===== config.mk =====
export PLATFORM = sky130hd
export DESIGN_NAME = usb_ep_stall_ctrl
export DESIGN_NICKNAME = d
export VERILOG_FILES = /design/src/rtl/usbst_pkg.sv /design/src/rtl/usbst_force.sv /design/src/rtl/usbst_hs.sv /design/src/rtl/usbst_toggle.sv /design/src/rtl/usb_ep_stall_ctrl.sv
export SDC_FILE = /design/constraint.sdc
export NUM_CORES = 1
export LEC_CHECK = 0
export BUFFER_PORTS_ARGS = -buffer_cell sky130_fd_sc_hd__buf_4
export CORE_AREA = 5 5 42 44
export CTS_CLUSTER_DIAMETER = 150
export CTS_CLUSTER_SIZE = 14
export DETAILED_ROUTE_END_ITERATION = 6
export DIE_AREA = 0 0 47 49
export PLACE_DENSITY = 0.51
export SYNTH_ARGS = -nofsm -noshare
export SYNTH_HDL_FRONTEND = slang
export SYNTH_SLANG_ARGS = --single-unit

===== constraint.sdc =====
create_clock -name clk -period 0.9 [get_ports clk]
set_input_delay 0.18 -clock clk [delete_from_list [all_inputs] [get_ports clk]]
set_output_delay 0.18 -clock clk [all_outputs]
set_load 0.02 [all_outputs]

===== src/rtl/usbst_pkg.sv =====
package usbst_pkg;
  typedef enum logic [1:0] {
    HS_NONE  = 2'b00,
    HS_ACK   = 2'b01,
    HS_NAK   = 2'b10,
    HS_STALL = 2'b11
  } hs_e;

  localparam int unsigned TYPE_W = 2;
  localparam logic [TYPE_W-1:0] EPT_CTRL = 2'b00;
  localparam logic [TYPE_W-1:0] EPT_ISO  = 2'b01;
  localparam logic [TYPE_W-1:0] EPT_BULK = 2'b10;
  localparam logic [TYPE_W-1:0] EPT_INTR = 2'b11;
endpackage


===== src/rtl/usbst_force.sv =====
module usbst_force
  import usbst_pkg::*;
(
  input  logic              clk,
  input  logic              rst_n,
  input  logic              fw_set,
  input  logic              fw_clr,
  input  logic [TYPE_W-1:0] ep_type,
  output logic              stall_eff
);
  logic force_q;

  // set has priority over clear when both strobes coincide
  always_ff @(posedge clk or negedge rst_n) begin
    if (!rst_n)      force_q <= 1'b0;
    else if (fw_set) force_q <= 1'b1;
    else if (fw_clr) force_q <= 1'b0;
  end

  // isochronous endpoints never stall
  assign stall_eff = force_q && (ep_type != EPT_ISO);

  AST_FORCE_HOLD: assert property (@(posedge clk) disable iff (!rst_n)
    (!fw_set && !fw_clr) |=> $stable(force_q));
endmodule


===== src/rtl/usbst_hs.sv =====
module usbst_hs
  import usbst_pkg::*;
(
  input  logic       clk,
  input  logic       rst_n,
  input  logic       tok_in,
  input  logic       tok_ping,
  input  logic       out_done,
  input  logic       norm_nak,
  input  logic       stall_eff,
  input  logic       fw_clr_sent,
  output logic       hs_valid,
  output logic [1:0] hs_sel,
  output logic       stall_sent,
  output logic       irq
);
  logic event_now;
  logic stall_now;
  hs_e  hs_next;

  assign event_now = tok_in || tok_ping || out_done;
  assign stall_now = event_now && stall_eff;

  always_comb begin
    if (!event_now)     hs_next = HS_NONE;
    else if (stall_eff) hs_next = HS_STALL;
    else if (norm_nak)  hs_next = HS_NAK;
    else                hs_next = HS_ACK;
  end

  always_ff @(posedge clk or negedge rst_n) begin
    if (!rst_n) begin
      hs_valid <= 1'b0;
      hs_sel   <= HS_NONE;
      irq      <= 1'b0;
    end else begin
      hs_valid <= event_now;
      hs_sel   <= hs_next;
      irq      <= stall_now;
    end
  end

  // hardware set wins over a coincident firmware clear
  always_ff @(posedge clk or negedge rst_n) begin
    if (!rst_n)           stall_sent <= 1'b0;
    else if (stall_now)   stall_sent <= 1'b1;
    else if (fw_clr_sent) stall_sent <= 1'b0;
  end

  AST_HS_CODED:   assert property (@(posedge clk) disable iff (!rst_n)
    hs_valid |-> (hs_sel != HS_NONE));
  AST_SENT_HOLD:  assert property (@(posedge clk) disable iff (!rst_n)
    (stall_sent && !fw_clr_sent) |=> stall_sent);
  AST_IRQ_MATCH:  assert property (@(posedge clk) disable iff (!rst_n)
    irq |-> (hs_valid && hs_sel == HS_STALL && stall_sent));
  AST_NO_SPURIOUS: assert property (@(posedge clk) disable iff (!rst_n)
    (!tok_in && !tok_ping && !out_done) |=> !hs_valid);
endmodule


===== src/rtl/usbst_toggle.sv =====
module usbst_toggle (
  input  logic clk,
  input  logic rst_n,
  input  logic out_done,
  input  logic rx_good,
  input  logic tx_ack,
  input  logic stall_eff,
  input  logic ep_dir_out,
  input  logic stall_sent,
  input  logic fw_tog_rst,
  output logic toggle
);
  logic rst_ok;
  logic flip;

  assign rst_ok = fw_tog_rst && ep_dir_out && stall_sent;
  assign flip   = !stall_eff && ((out_done && rx_good) || tx_ack);

  always_ff @(posedge clk or negedge rst_n) begin
    if (!rst_n)      toggle <= 1'b0;
    else if (rst_ok) toggle <= 1'b0;
    else if (flip)   toggle <= ~toggle;
  end

  AST_TOG_FROZEN: assert property (@(posedge clk) disable iff (!rst_n)
    (stall_eff && !fw_tog_rst) |=> $stable(toggle));
  AST_TOG_RESET:  assert property (@(posedge clk) disable iff (!rst_n)
    (fw_tog_rst && ep_dir_out && stall_sent) |=> !toggle);
endmodule


===== src/rtl/usb_ep_stall_ctrl.sv =====
module usb_ep_stall_ctrl
  import usbst_pkg::*;
(
  input  logic       clk,
  input  logic       rst_n,
  input  logic [1:0] ep_type,
  input  logic       ep_dir_out,
  input  logic       tok_in,
  input  logic       tok_ping,
  input  logic       out_done,
  input  logic       rx_good,
  input  logic       tx_ack,
  input  logic       norm_nak,
  input  logic       fw_set_stall,
  input  logic       fw_clr_stall,
  input  logic       fw_clr_sent,
  input  logic       fw_tog_rst,
  output logic       hs_valid,
  output logic [1:0] hs_sel,
  output logic       stall_sent,
  output logic       irq,
  output logic       data_tog
);
  logic stall_eff;

  usbst_force u_force (
    .clk(clk), .rst_n(rst_n), .fw_set(fw_set_stall), .fw_clr(fw_clr_stall),
    .ep_type(ep_type), .stall_eff(stall_eff)
  );

  usbst_hs u_hs (
    .clk(clk), .rst_n(rst_n), .tok_in(tok_in), .tok_ping(tok_ping),
    .out_done(out_done), .norm_nak(norm_nak), .stall_eff(stall_eff),
    .fw_clr_sent(fw_clr_sent), .hs_valid(hs_valid), .hs_sel(hs_sel),
    .stall_sent(stall_sent), .irq(irq)
  );

  usbst_toggle u_tog (
    .clk(clk), .rst_n(rst_n), .out_done(out_done), .rx_good(rx_good),
    .tx_ack(tx_ack), .stall_eff(stall_eff), .ep_dir_out(ep_dir_out),
    .stall_sent(stall_sent), .fw_tog_rst(fw_tog_rst), .toggle(data_tog)
  );

  AST_ISO_NO_STALL: assert property (@(posedge clk) disable iff (!rst_n)
    (ep_type == EPT_ISO) |=> (hs_sel != HS_STALL));
endmodule


==> run metrics <==
status finished, violations left; failing checks negative setup slack; Worst Tran Pin Value 0.2122 ns; Max IR drop VDD about 0.8 mV; Post-synth EDFFs 0; Power Internal 716.8 µW; cells after synthesis 25; syn nets 40; FFs w/ async S/R, synth 100.0%; Syn-to-layout area delta 89.41%; layout cells sized above 1 61.11%; register area 175.2 µm²; Wirelength per Cell 9.386 µm; Post-Route WL 657 µm; Clk Latency, worst-skew pair 0.25 ns; # clock sinks 7; count leader, synth dfrtp_1; top-area cell type share of the netlist area between 50% and 60%; slew margin rel. 85.78%; Final Skew 0.0002888 ns; Final period util 106.2%; DRC 0; synth top area cells dfrtp_1, nand3_4, nand2b_4; Fin Setup TNS -0.2050 ns; Gate power share 32.5%; Tot GR Track Use 6.605%; Max Slew Vio Count 0; crit end category output port; Placed Cells 63; TritonCTS buffer count 3; Clk pwr share 28.8%; Sw Pwr roughly 270 µW; Tightest Hold Check Type in -> reg; Starting Density a little over a fifth; Clock Root Buffer clkbuf_4; Fmax about 1.0 GHz; Clock Path Buffers 2; Pwr Density 1770 nW/µm²; initial antenna violation count 0; post-synth top area cell dfrtp_1; Slowest Stage Delay on Critical Path 0.39 ns; switch share 27.60%; Top FF cell, synth dfrtp_1; Yosys Warn Count 0; worst-path maximum fanout 2; htree depth 1; crit path time final 0.9562 ns; Diodes inserted 0; setup ws final -0.05623 ns; largest net degree at the start of global routing 8; fillers 137; port bufs 20; synth unique cells 14; Largest delay share family, worst path flip-flops; routability congestion estimate about 0.64; RSZ-0062 raised after global routing yes; total die area 2303 µm²; worst-path cell chain buf_6; Crit Path Category reg -> out; row count 14; Initial DRC Count 3; clk slew on worst S/H paths 0.05 ns; first-pass GRT wire length 1035 µm; drt via density 4.057; Ports 21; TritonRoute pass-1 iters 2; synth cell count leaders dfrtp_1, inv_1, nand2_1; final net count 70; die width 47 µm; Post-DP HPWL 563 µm; Layout Cells excl Fill 70; arrival time worst endpoint 0.78 ns; via count 284; Post-DRT Antenna Nets 0; final total power roughly 990 µW; CP startpoint kind flop; register area share after synthesis approximately 59%; share of power burned in registers around 39%; footprint of the multi-input gates 110.1 µm²; #FFs+latches synth 7; Buf/Inv on CP 1; final hold vios 0; P_leak 0.0002866 µW; Avg Cell Area, Syn roughly 12 µm²; critical path required time 0.72 ns; Final Setup Violations 6; Core Footprint 1401 µm²; die outline height 49 µm; CTS tree done; Mapped Area 295.3 µm²; number of global-route vias before repair 263; total global routing overflow 0; MaxCap Viol Count 0; CP max-delay cell dfrtp_1
## power by group through the flow
stage	Clock [µW]	Combinational [µW]	Sequential (µW)
after floorplan	0	68.9	435
after global placement	0	258	386
after detailed placement	0	258	387
after CTS	290	325	383
after global routing	309	347	386
final	285	322	383
## cell usage in the layout, fill, tap and decap left out
cell type and n:
buf_4 18, dfrtp_1 7, buf_6 6, inv_1 3
nand2_1 3, clkbuf_4 3, a21oi_1 2, nor3_2 1
inv_2 1, nand2b_4 1, nand3_4 1, o21ai_1 1
a21o_1 1, nand3_2 1, nand2b_1 1, mux2i_1 1
o21ai_2 1, clkbuf_1 1, dlygate4sd3_1 1
## path summary, 6_finish.rpt
check | startpoint | end | slack [ns] | cells past startpoint
worst max register to register | u_hs.stall_sent | u_tog.toggle | 0.06 | 4
worst min-delay path | fw_clr_sent | u_hs.stall_sent | 0.09 | 2
worst max-delay path | u_hs.stall_sent | stall_sent | -0.06 | 1
min in group asynchronous | rst_n | u_hs.irq | 0.27 | 2
max in group asynchronous | rst_n | u_tog.toggle | 0.51 | 2
worst min register to register | u_force.force_q | u_tog.toggle | 0.58 | 2
## worst register-to-register path, stage by stage, from the launching register on
cell	delay, ns
dfrtp_1	0.39
buf_4	0.14
nand3_2	0.07
nand2b_1	0.05
mux2i_1	0.12
## registers in the layout, indices dropped and copies added, names as in the netlist
name / count
u_hs.hs_sel: 2
u_hs.hs_valid: 1
u_force.force_q: 1
u_hs.stall_sent: 1
u_hs.irq: 1
u_tog.toggle: 1
## through the flow
| stage | worst slack, ns | hold slack, ns | util (%) | area (µm²) |
|---|---|---|---|---|
| 2_1_floorplan | 0.08258 | -0.1156 | - | 295.3 |
| 3_3_place_gp | -0.008823 | -0.003670 | 34.29 | 480.5 |
| 3_5_place_dp | -0.01134 | -0.002985 | 34.29 | 480.5 |
| 4_1_cts | -0.06354 | 0.08456 | 39.55 | 554.3 |
| 5_1_grt | -0.08601 | 0.08908 | 39.91 | 559.3 |
| 6_report | -0.05623 | 0.08821 | 39.91 | 559.3 |
## area by class of cell
type	instances	share of cell area (%)
Timing Repair Buffer	25	38.03
Sequential cell	7	31.32
Multi-Input combinational cell	14	19.69
Clock buffer	4	4.698
Tap cell	16	3.579
Inverter	4	2.685
## metal layers
metal  up-vias  track usage [%]  part of all wire (%)
met1       127            8.578                    38
met3         2            4.059                    12
met4         0            5.530                   1.8
met5         -                0                     0
li1        139                -                     -
met2        16            7.240                    48
## what timing repair did
item | in CTS | in global routing
hold endpoints to repair | 7 | 0
setup endpoints to repair | 6 | 7
hold buffers | 1 | 0
buffers inserted | 2 | 0
resized for setup | 6 | 1
## cells by family after synthesis
group	after synthesis	synth area share, %
compound gates	5	10.59
mux	1	3.390
buf+inv	4	5.083
simple gates	8	21.61
flops	7	59.32
Power figures use the tool's default switching activity.
